--- src/rtl/canIrqPkg.sv ---
package canIrqPkg;
  localparam int NUM_FLAGS = 8;
  localparam int NUM_SRC   = 7;
  localparam int NUM_EVT   = 6;
  localparam int CODE_W    = 3;
  localparam int ADDR_W    = 2;
  localparam int WAK_IDX   = 6;
  localparam int IVM_IDX   = 7;

  localparam logic [ADDR_W-1:0] ADDR_CLR  = 2'd0;
  localparam logic [ADDR_W-1:0] ADDR_EN   = 2'd1;
  localparam logic [ADDR_W-1:0] ADDR_SET  = 2'd2;
  localparam logic [ADDR_W-1:0] ADDR_CODE = 2'd3;

  // code per source, sources listed from highest to lowest priority
  localparam logic [CODE_W-1:0] SRC_CODE [NUM_SRC] =
    '{3'd1, 3'd4, 3'd3, 3'd2, 3'd6, 3'd5, 3'd7};

  typedef struct packed {
    logic [NUM_FLAGS-1:0] clrMask;
    logic [NUM_FLAGS-1:0] setMask;
    logic                 enLoad;
    logic [NUM_FLAGS-1:0] enData;
  } ctrlStrobes_t;
endpackage

--- src/rtl/canIrqCtrl.sv ---
module canIrqCtrl
  import canIrqPkg::*;
(
  input  logic                 regWrite,
  input  logic [ADDR_W-1:0]    regAddr,
  input  logic [NUM_FLAGS-1:0] regWdata,
  output ctrlStrobes_t         strb
);
  always_comb begin
    strb         = '0;
    strb.enData  = regWdata;
    if (regWrite) begin
      unique case (regAddr)
        ADDR_CLR: strb.clrMask = regWdata;
        ADDR_SET: strb.setMask = regWdata;
        ADDR_EN:  strb.enLoad  = 1'b1;
        default:  ;
      endcase
    end
  end
endmodule

--- src/rtl/canIrqData.sv ---
module canIrqData
  import canIrqPkg::*;
(
  input  logic                 clk,
  input  logic                 rstN,
  input  ctrlStrobes_t         strb,
  input  logic [NUM_EVT-1:0]   evtSet,
  input  logic                 invMsgSet,
  input  logic                 busActivity,
  input  logic                 sleepMode,
  input  logic [ADDR_W-1:0]    regAddr,
  output logic [NUM_FLAGS-1:0] flagVec,
  output logic [NUM_FLAGS-1:0] enVec,
  output logic [CODE_W-1:0]    irqCode,
  output logic                 irq,
  output logic [NUM_FLAGS-1:0] regRdata
);
  logic [NUM_FLAGS-1:0] hwSet;
  logic [NUM_FLAGS-1:0] activeVec;

  always_comb begin
    hwSet                = '0;
    hwSet[NUM_EVT-1:0]   = evtSet;
    hwSet[WAK_IDX]       = sleepMode & busActivity & enVec[WAK_IDX];
    hwSet[IVM_IDX]       = invMsgSet;
  end

  for (genvar i = 0; i < NUM_FLAGS; i++) begin : g_flag
    always_ff @(posedge clk or negedge rstN) begin
      if (!rstN) flagVec[i] <= 1'b0;
      else       flagVec[i] <= (flagVec[i] & ~strb.clrMask[i]) | strb.setMask[i] | hwSet[i];
    end
  end

  always_ff @(posedge clk or negedge rstN) begin
    if (!rstN)            enVec <= '0;
    else if (strb.enLoad) enVec <= strb.enData;
  end

  assign activeVec = flagVec & enVec;

  always_comb begin
    irqCode = '0;
    for (int p = NUM_SRC - 1; p >= 0; p--) begin
      if (activeVec[p]) irqCode = SRC_CODE[p];
    end
  end

  always_ff @(posedge clk or negedge rstN) begin
    if (!rstN) irq <= 1'b0;
    else       irq <= |activeVec;
  end

  always_comb begin
    unique case (regAddr)
      ADDR_EN:   regRdata = enVec;
      ADDR_CODE: regRdata = {{(NUM_FLAGS-CODE_W){1'b0}}, irqCode};
      default:   regRdata = flagVec;
    endcase
  end
endmodule

--- src/rtl/canIrqEncoder.sv ---
module canIrqEncoder
  import canIrqPkg::*;
(
  input  logic                 clk,
  input  logic                 rstN,
  input  logic [NUM_EVT-1:0]   evtSet,
  input  logic                 invMsgSet,
  input  logic                 busActivity,
  input  logic                 sleepMode,
  input  logic                 regWrite,
  input  logic [ADDR_W-1:0]    regAddr,
  input  logic [NUM_FLAGS-1:0] regWdata,
  output logic [NUM_FLAGS-1:0] regRdata,
  output logic [CODE_W-1:0]    irqCode,
  output logic                 irq
);
  ctrlStrobes_t         strb;
  logic [NUM_FLAGS-1:0] flagVec;
  logic [NUM_FLAGS-1:0] enVec;

  canIrqCtrl u_ctrl (
    .regWrite (regWrite),
    .regAddr  (regAddr),
    .regWdata (regWdata),
    .strb     (strb)
  );

  canIrqData u_data (
    .clk         (clk),
    .rstN        (rstN),
    .strb        (strb),
    .evtSet      (evtSet),
    .invMsgSet   (invMsgSet),
    .busActivity (busActivity),
    .sleepMode   (sleepMode),
    .regAddr     (regAddr),
    .flagVec     (flagVec),
    .enVec       (enVec),
    .irqCode     (irqCode),
    .irq         (irq),
    .regRdata    (regRdata)
  );
endmodule

--- config.mk ---
export PLATFORM = sky130hd
export DESIGN_NAME = canIrqEncoder
export DESIGN_NICKNAME = d
export VERILOG_FILES = /design/src/rtl/canIrqPkg.sv /design/src/rtl/canIrqCtrl.sv /design/src/rtl/canIrqData.sv /design/src/rtl/canIrqEncoder.sv
export SDC_FILE = /design/constraint.sdc
export NUM_CORES = 1
export LEC_CHECK = 0
export BUFFER_PORTS_ARGS = -buffer_cell sky130_fd_sc_hd__buf_2
export CORE_UTILIZATION = 23
export CTS_BUF_LIST = sky130_fd_sc_hd__clkbuf_8
export CTS_CLUSTER_SIZE = 28
export DETAILED_ROUTE_END_ITERATION = 8
export GPL_TIMING_DRIVEN = 0
export PLACE_DENSITY = 0.45
export SLEW_MARGIN = 20
export SYNTH_ARGS = -nofsm -noshare
export SYNTH_HDL_FRONTEND = slang
export SYNTH_SLANG_ARGS = --single-unit
--- constraint.sdc ---
create_clock -name clk -period 1.3 [get_ports clk]
set_clock_uncertainty 0.1 [all_clocks]
set_input_delay 0.065 -clock clk [delete_from_list [all_inputs] [get_ports clk]]
set_output_delay 0.065 -clock clk [all_outputs]
set_load 0.02 [all_outputs]
==> impl_metrics.csv, run 1 <==
group,metric,value,unit
route,drc,0,
setup_path,startpoint_type,"flop",
setup_path,cpPeakStageDelay,0.48,ns
finish,fin_cells,202,
power_and_ir_drop,powerDensity,1100,nW/µm²
setup_path,end_kind,"primary output",
floorplanning,pin_count,34,
timing,finalWorstSetupSlack,-0.5131,ns
synthesis,yosysTopAreaCellShare,43.26,%
global_route,grt_remaining_overflow,0,
setup_path,crit_arrival,1.65,ns
run_status,violations,"setup timing",
timing,min_period,1.813,ns
synthesis,syn_inst,93,
synthesis,yosysMostFrequentCell,"dfrtp_1",
route,routed_wl,2793,µm
timing,hold_slack,0.1287,ns
synthesis,ys_ff_latch,17,
floorplanning,start_util,24.24,%
route,vias_per_cell,4.792,
route,drtIter0Drc,39,
floorplanning,die_height,67.39,µm
synthesis,yosysWarningCount,0,
timing,fmaxAchievable,551.5,MHz
power_and_ir_drop,p_leak,0.0006759,µW
global_route,grt_pass1_vias,915,
synthesis,ys_async_sr_fraction,100.0,%
synthesis,mappedNetlistNets,115,
global_route,grt_antenna_before_repair,0,
timing,setup_violations,7,
synthesis,yosysUniqueCellTypes,26,
setup_path,path_buf_inv,1,
timing,fin_crit_sh,139.5,%
placed_design,portBuffers,32,
setup_path,r2r-start,"u_data.flagVec[3]",
hold_path,hold_depth,2,
placed_design,dp_hpwl,1999,µm
setup_path,crit_fanout,4,
synthesis,synth_ff_type,"dfrtp_1",
synthesis,synth_common_cells,"dfrtp_1 (17), a311o_1 (8), mux2_2 (8)",
power_and_ir_drop,report.power.total,1668,µW
route,dr.pass1.iters,4,
hold_path,hp-class,"in2reg",
synthesis,synthesis.area,983.4,µm²
finish,register_area,426.7,µm²
hold_path,min_from,"regAddr[1]",
timing,slew_violations,0,
route,avgRoutedWirePerCell,13.83,µm
floorplanning,dieWidth,67.39,µm
clock_tree,clock_path_buffers,2,
clock_tree,root_buffer,"clkbuf_8",
synthesis,avgSynthCellArea,10.57,µm²
finish,nets,175,
placed_design,gp_congestion,0.7571,
timing,worst_slew_pin_slew,0.4967,ns
setup_path,crit_family,"compound AO/OA/AOI/OAI gates",
placed_design,place_inst,175,
clock_tree,clk_pin_slew,0.06,ns
setup_path,r2r_cells,3,
synthesis,ys_top_cells_by_area,"dfrtp_1 (43%), mux2_2 (9.2%), a311o_1 (8.1%), nand3b_1 (3.8%), a21oi_1 (3.1%)",
synthesis,synth_top_area_cell,"dfrtp_1",
run_status,outcome,"complete, but fails checks",
finish,multi_input_area,521.8,µm²
clock_tree,clk_latency,0.25,ns
finish,diodes,0,
power_and_ir_drop,ir_drop,0.3533,mV
finish,drive_gt1_share,38.16,%
setup_path,rrSetupSlack,-0.03,ns
setup_path,reg2reg_to,"u_data.irq",
setup_path,crit_slowest_cell,"a222oi_1",
setup_path,path_class,"reg2out",
floorplanning,coreArea,4058,µm²
global_route,grt_max_degree,18,
setup_path,cp-startpoint,"u_data.flagVec[3]",
placed_design,dpl_cell_area,1216,µm²
setup_path,path_cells,"a222oi_1 > a21boi_2 > o31ai_2 > buf_4",
global_route,grt_usage,13.71,%
route,antenna_left,0,
setup_path,critPathRequiredTime,1.13,ns
timing,relSlewSlack,66.88,%
clock_tree,clock_sinks,17,
floorplanning,die_area,4541,µm²
hold_path,hold_end,"u_data.flagVec[1]",
synthesis,synth_edf_count,0,
timing,hold_viol_final,0,
clock_tree,htree_levels,1,
route,vias,968,
job,max-cap-violations,0,
clock_tree,cts_buffers,3,
clock_tree,cts_tree,"yes",
finish,fillers,419,
finish,stdcell_area,1516,µm²
timing,rsz0062_at_grt,"yes",
finish,syn_to_final_growth,54.20,%
synthesis,synth_sequential_area_ratio,43.26,%
floorplanning,num_rows,23,
global_route,grt_pass1_wl,4443,µm
## through the flow
step                      setup slack (ns)  setup TNS, ns  utilization (%)
after global placement             -0.2657        -0.8874            29.97
final                              -0.5131         -2.614            37.37
after floorplan                    -0.1530        -0.2349                -
after CTS                          -0.4711         -2.510            36.63
after global routing               -0.5735         -3.270            37.37
after detailed placement           -0.2780        -0.9044            29.97
## layer usage
metal	share of wire, %	GRT usage [%]
met1	48	17.79
met2	46	22.38
met3	4.4	1.858
met4	1.1	6.383
met5	0	0
## state kept, by name, indices dropped and copies added, names as in the netlist
register	cells
u_data.flagVec	8
u_data.enVec	8
u_data.irq	1
## final cells by class
cell class	instances	area share (%)
inverters	6	1.485
multi-input cells	66	34.41
repair buffers	55	26.82
flip-flops and latches	17	28.14
clock buffers	3	2.723
well taps	50	4.125
clock inverters	1	0.2475
plain buffers	4	2.063
## worst max path at each step
stage	cells past startpoint	endpoint	slack [ns]
after global routing	4	regRdata[1]	-0.57
after CTS	4	regRdata[1]	-0.47
after global placement	4	regRdata[1]	-0.27
after detailed placement	4	regRdata[1]	-0.28
final	4	regRdata[1]	-0.51
after floorplan	3	regRdata[0]	-0.15
## where the power goes
part	internal (µW)	leakage [µW]	total [µW]	switching, µW
logic	329	0.000470	618	289
clock network	209	0.0000269	381	172
registers	597	0.000179	669	72.7
## cell families (layout without fill, tap and decap cells)
group           Yosys count  in the layout  synth area share [%]
compound gates           34             34                 26.46
flops                    17             17                 43.26
buf+inv                  10             69                 5.343
mux                      10             10                 11.20
simple gates             22             22                 13.74
## placed cells by master (no fill, tap or decap), drive strengths merged, types with 6 or more instances in the layout
| master | n |
|---|---|
| a21oi | 6 |
| a311o | 8 |
| buf | 39 |
| dfrtp | 17 |
| dlygate4sd3 | 18 |
| inv | 7 |
| mux2 | 8 |
| nand2 | 6 |
| o21ai | 6 |
## what timing repair did
| item | 4_1_cts | 5_1_grt |
|---|---|---|
| buffers inserted | 4 | 2 |
| hold buffers | 18 | 0 |
| pin swaps | 5 | 5 |
| endpoints found under the hold margin | 33 | 0 |
| resized for setup | 7 | 11 |
| cloned | 0 | 0 |
| endpoints found under the setup margin | 6 | 11 |
No activity file was read; power rests on OpenSTA's default activity.
==> run 2: changes to the inputs <==
--- a/config.mk
+++ b/config.mk
@@ -6,13 +6,15 @@
 export NUM_CORES = 1
 export LEC_CHECK = 0
 export BUFFER_PORTS_ARGS = -buffer_cell sky130_fd_sc_hd__buf_2
+export CORE_MARGIN = 5
 export CORE_UTILIZATION = 23
 export CTS_BUF_LIST = sky130_fd_sc_hd__clkbuf_8
 export CTS_CLUSTER_SIZE = 28
 export DETAILED_ROUTE_END_ITERATION = 8
+export GPL_ROUTABILITY_DRIVEN = 0
 export GPL_TIMING_DRIVEN = 0
 export PLACE_DENSITY = 0.45
-export SLEW_MARGIN = 20
+export SLEW_MARGIN = 10
 export SYNTH_ARGS = -nofsm -noshare
 export SYNTH_HDL_FRONTEND = slang
 export SYNTH_SLANG_ARGS = --single-unit
==> impl_metrics.csv, run 2 (same netlist as run 1, synthesis figures left out) <==
group,metric,value,unit
run_status,outcome,"complete, but fails checks",
run_status,violations,"setup timing",
route,antenna_left,0,
clock_tree,cts_buffers,3,
setup_path,crit_arrival,1.67,ns
timing,min_period,1.838,ns
clock_tree,root_buffer,"clkbuf_8",
finish,register_area,425.4,µm²
finish,multi_input_area,530.5,µm²
setup_path,cpPeakStageDelay,0.42,ns
route,drc,0,
clock_tree,clock_sinks,17,
route,routed_wl,3262,µm
floorplanning,die_height,75.39,µm
global_route,grt_pass1_wl,4961,µm
clock_tree,clk_latency,0.25,ns
floorplanning,coreArea,4086,µm²
finish,final_cell_mix,"buf_2 (22), dlygate4sd3_1 (18), dfrtp_1 (17)",
finish,fillers,414,
clock_tree,clock_path_buffers,2,
route,drtIter0Drc,61,
setup_path,crit_slowest_cell,"dfrtp_1",
finish,diodes,0,
placed_design,dp_hpwl,2150,µm
setup_path,path_cells,"buf_6 > a222oi_1 > a221o_1 > a31o_1 > buf_6",
timing,hold_viol_final,0,
route,dr.pass1.iters,4,
floorplanning,num_rows,23,
setup_path,path_class,"reg2out",
power_and_ir_drop,powerDensity,1116,nW/µm²
route,vias_per_cell,4.806,
timing,setup_violations,9,
setup_path,crit_top_cell,"buf_6",
placed_design,post-place-ws,-0.3087,ns
finish,syn_to_final_growth,65.39,%
floorplanning,die_area,5684,µm²
route,avgRoutedWirePerCell,15.46,µm
setup_path,crit_fanout,3,
finish,nets,184,
timing,finalWorstSetupSlack,-0.5378,ns
placed_design,portBuffers,32,
timing,fin_crit_sh,141.4,%
floorplanning,start_util,24.07,%
global_route,grt_pass1_vias,1050,
global_route,grt_usage,11.59,%
finish,final_common_cell,"buf_2",
power_and_ir_drop,ir_drop,0.4525,mV
floorplanning,pin_count,34,
global_route,grt_antenna_before_repair,0,
finish,drive_gt1_share,44.10,%
timing,relSlewSlack,65.58,%
clock_tree,clk_pin_slew,0.07,ns
timing,fmaxAchievable,544.1,MHz
setup_path,critPathRequiredTime,1.13,ns
setup_path,end_kind,"primary output",
power_and_ir_drop,p_leak,0.0007309,µW
timing,slew_violations,0,
setup_path,startpoint_type,"flop",
job,max-cap-violations,0,
clock_tree,cts_tree,"yes",
floorplanning,dieWidth,75.39,µm
clock_tree,htree_levels,1,
timing,rsz0062_at_grt,"yes",
timing,worst_slew_pin_slew,0.5163,ns
hold_path,hp-class,"in2reg",
finish,stdcell_area,1627,µm²
placed_design,dpl_cell_area,1216,µm²
global_route,grt_remaining_overflow,0,
finish,reg.largest.list,"u_data.enVec: 8 flops, u_data.flagVec: 8 flops, u_data.irq: 1 flops",
route,vias,1014,
global_route,grt_max_degree,18,
==> run 2: cell count changes in the layout (fill, tap and decap cells not counted), moves of 2 or more <==
cell	previous run	this run
buf_4	9	14
buf_6	5	12
inv_1	7	5
buf_2	25	22
==> run 2: path summary, 6_finish.rpt <==
check                                     to  slack, ns  depth (start not counted)         startpoint
setup / recovery                 regRdata[0]      -0.54                          5  u_data.flagVec[3]
hold / removal             u_data.flagVec[1]       0.11                          2         regAddr[1]
setup reg to reg                  u_data.irq      -0.04                          3    u_data.enVec[3]
hold reg to reg                   u_data.irq       0.43                          2  u_data.flagVec[7]
max in group asynchronous    u_data.enVec[7]       0.63                          2               rstN
min in group asynchronous  u_data.flagVec[4]       0.18                          2               rstN
==> run 2: power by group <==
part,internal [µW],switching (µW),total (µW)
Combinational,417,328,745
Sequential,595,71.7,667
Clock,213,191,404
Total,1220,591,1820
==> run 2: per-layer routing <==
metal  share of wire, %  vias up  GRT usage (%)
li1                   -      494              -
met2                 48       26          19.27
met4               0.58        0          4.078
met1                 46      492          15.09
met3                5.4        2          2.111
met5                  0        -              0
==> run 2: area by class of cell <==
cell class	instances	area share [%]
multi-input cells	66	32.62
repair buffers	64	31.23
flip-flops and latches	17	26.15
well taps	50	3.846
clock buffers	3	2.538
plain buffers	4	1.923
inverters	6	1.385
clock inverters	1	0.3077
==> run 2: what timing repair did <==
| item | 4_1_cts | 5_1_grt |
|---|---|---|
| endpoints found under the setup margin | 6 | 11 |
| cloned | 0 | 0 |
| hold endpoints to repair | 33 | 0 |
| resized for setup | 10 | 22 |
| hold buffers | 18 | 0 |
| pin swaps | 7 | 8 |
| setup buffers | 10 | 5 |
==> run 2: critical path, delay by kind of cell, from the launching register on <==
kind | cells | cell delay (ns)
AO/OA/AOI/OAI | 3 | 0.74
buffers and inverters | 2 | 0.25
flip-flops | 1 | 0.42
==> run 2: through the flow <==
step	util, %	setup TNS, ns	hold WS, ns	total power (µW)	cells
finish	39.80	-3.153	0.1140	1816	211
global placement	29.76	-1.014	-0.08279	1158	175
floorplan	-	-0.2349	-0.3306	988.2	93
detailed placement	29.76	-1.067	-0.07353	1167	175
global route	39.80	-3.752	0.1266	1903	211
CTS	37.69	-2.916	0.1105	1728	207
==> run 3: changes to the inputs <==
--- a/config.mk
+++ b/config.mk
@@ -13,8 +13,9 @@
 export DETAILED_ROUTE_END_ITERATION = 8
 export GPL_ROUTABILITY_DRIVEN = 0
 export GPL_TIMING_DRIVEN = 0
-export PLACE_DENSITY = 0.45
+export PLACE_DENSITY = 0.44
 export SLEW_MARGIN = 10
 export SYNTH_ARGS = -nofsm -noshare
 export SYNTH_HDL_FRONTEND = slang
+export SYNTH_HIERARCHICAL = 1
 export SYNTH_SLANG_ARGS = --single-unit
==> impl_metrics.csv, run 3 <==
group,metric,value,unit
finish,nets,195,
hold_path,hp-class,"in2reg",
finish,drive_gt1_share,44.19,%
route,avgRoutedWirePerCell,15.13,µm
route,antenna_left,0,
finish,fin_cells,242,
finish,diodes,0,
power_and_ir_drop,p_leak,0.0007865,µW
setup_path,crit_arrival,1.59,ns
setup_path,r2r_cells,3,
timing,worst_slew_pin_slew,0.4407,ns
setup_path,rrSetupSlack,-0.02,ns
route,drc,0,
route,vias,1079,
floorplanning,coreArea,5010,µm²
synthesis,ys_ff_latch,17,
finish,syn_to_final_growth,43.91,%
placed_design,place_inst,222,
hold_path,min_from,"regWdata[3]",
synthesis,synth_common_cells,"dfrtp_1 (17), o21ai_0 (13), inv_1 (9), nor2_1 (9)",
finish,fillers,551,
global_route,grt_usage,11.70,%
route,vias_per_cell,4.459,
setup_path,end_kind,"primary output",
global_route,grt_pass1_vias,1101,
finish,reg.largest.list,"u_data/enVec: 8 flops, u_data/flagVec: 8 flops, u_data/irq: 1 flops",
clock_tree,htree_levels,1,
global_route,grt_remaining_overflow,0,
floorplanning,num_rows,26,
timing,setup_violations,7,
hold_path,hold_end,"u_data/enVec[3]",
power_and_ir_drop,powerDensity,1040,nW/µm²
setup_path,reg2reg_to,"u_data/irq",
floorplanning,dieWidth,81.36,µm
finish,final_cell_mix,"buf_2 (26), dfrtp_1 (16), buf_4 (15)",
synthesis,ys_top_cells_by_area,"dfrtp_1 (36%), mux2_2 (7.7%), and4b_1 (6.8%), o21ai_0 (5.6%), buf_4 (5.1%)",
synthesis,synth_top_area_cell,"dfrtp_1",
placed_design,portBuffers,33,
synthesis,mappedNetlistNets,141,
synthesis,synth_ff_type,"dfrtp_1",
setup_path,path_class,"reg2out",
clock_tree,root_buffer,"clkbuf_8",
setup_path,crit_fanout,3,
run_status,outcome,"complete, but fails checks",
synthesis,yosysMostFrequentCell,"dfrtp_1",
clock_tree,cts_buffers,3,
floorplanning,die_height,81.36,µm
route,dr.pass1.iters,4,
floorplanning,die_area,6619,µm²
timing,fmaxAchievable,568.9,MHz
clock_tree,clk_latency,0.26,ns
synthesis,synth_edf_count,0,
clock_tree,clock_path_buffers,2,
timing,hold_viol_final,0,
floorplanning,start_util,23.38,%
finish,final_common_cell,"buf_2",
global_route,grt_pass1_wl,5740,µm
timing,finalWorstSetupSlack,-0.4578,ns
power_and_ir_drop,report.power.total,1753,µW
global_route,grt_max_degree,18,
floorplanning,pin_count,34,
timing,relSlewSlack,70.62,%
synthesis,yosysTopAreaCellShare,36.32,%
run_status,violations,"setup timing",
synthesis,synth_sequential_area_ratio,36.32,%
timing,fin_setup_tns,-2.614,ns
setup_path,r2r-start,"u_data/flagVec[4]",
clock_tree,clock_sinks,17,
timing,rsz0062_at_grt,"yes",
route,drtIter0Drc,43,
hold_path,hold_depth,3,
synthesis,synthesis.area,1171,µm²
synthesis,ys_async_sr_fraction,100.0,%
job,max-cap-violations,0,
power_and_ir_drop,ir_drop,0.3816,mV
timing,fin_crit_sh,135.2,%
synthesis,yosysUniqueCellTypes,32,
clock_tree,cts_tree,"yes",
clock_tree,clk_pin_slew,0.08,ns
synthesis,syn_inst,119,
placed_design,dp_hpwl,2593,µm
route,routed_wl,3661,µm
setup_path,startpoint_type,"flop",
synthesis,avgSynthCellArea,9.841,µm²
timing,slew_violations,0,
global_route,grt_antenna_before_repair,0,
timing,min_period,1.758,ns
setup_path,critPathRequiredTime,1.13,ns
synthesis,yosysWarningCount,6,
run 3: cell types whose count changed in the layout (fill, tap and decap cells not counted), sizes merged, moves of 5 or more:
cell         change
a311o            -8
and4b            +8
dlygate4sd3      -8
nor2             +7
o21ai            +7
a21oi            -5
and4bb           +5
run 3: cell families after synthesis:
logic type,after synthesis,synth area share [%]
multiplexers,8,7.693
AO/OA/AOI/OAI,27,15.60
buffers and inverters,22,11.54
AND/OR/NAND/NOR,45,28.85
flip-flops,17,36.32
run 3: power breakdown:
part	switching (µW)	internal (µW)	total [µW]
registers	68.4	591	659
clock network	211	216	427
logic	310	357	667
total	589	1160	1750
run 3: area by class of cell:
type	instances	area [µm²]	share of cell area (%)
Tap cell	70	87.58	5.197
Buffer	12	98.84	5.865
Sequential cell	17	426.7	25.32
Timing Repair Buffer	50	361.6	21.46
Multi-Input combinational cell	80	628.1	37.27
Clock inverter	1	7.507	0.4454
Clock buffer	3	41.29	2.450
Inverter	9	33.78	2.004
run 3: repair_timing:
item	CTS	global route
gates cloned	0	0
hold endpoints to repair	25	0
gates resized for setup	19	8
pin swaps	7	6
hold buffers	10	0
buffers inserted	11	1
setup endpoints to repair	19	12
run 3: worst max-delay path by stage:
| stage | slack [ns] | cells after the start | end | startpoint |
|---|---|---|---|---|
| final | -0.46 | 4 | regRdata[0] | u_data/enVec[6] |
| after global routing | -0.55 | 4 | regRdata[0] | u_data/flagVec[4] |
| after CTS | -0.49 | 4 | regRdata[1] | u_data/flagVec[4] |
| after detailed placement | -0.48 | 5 | u_data/enVec[7] | regAddr[0] |
| after global placement | -0.47 | 5 | u_data/enVec[4] | regAddr[0] |
| after floorplan | -0.17 | 3 | regRdata[0] | u_data/enVec[6] |
run 3: through the flow:
step | hold WS [ns] | area (µm²) | worst slack (ns) | util (%)
6_report | 0.03544 | 1685 | -0.4578 | 33.64
5_1_grt | 0.03587 | 1685 | -0.5454 | 33.64
4_1_cts | 0.03198 | 1715 | -0.4901 | 34.24
3_5_place_dp | -0.07155 | 1438 | -0.4809 | 28.70
3_3_place_gp | -0.07557 | 1438 | -0.4716 | 28.70
2_1_floorplan | -0.3306 | 1185 | -0.1705 | -
run 3: layer usage:
layer / global-route usage (%) / wire (µm)
met3: 3.659 / 185
met5: 0 / 0
met1: 14.42 / 1678
met4: 1.520 / 17
met2: 20.36 / 1780
run 3: worst max-delay path, cell delays in order, from the launching register on:
cell	delay (ns)
dfrtp_2	0.44
a22o_1	0.23
a221o_1	0.33
a31o_1	0.21
buf_6	0.13
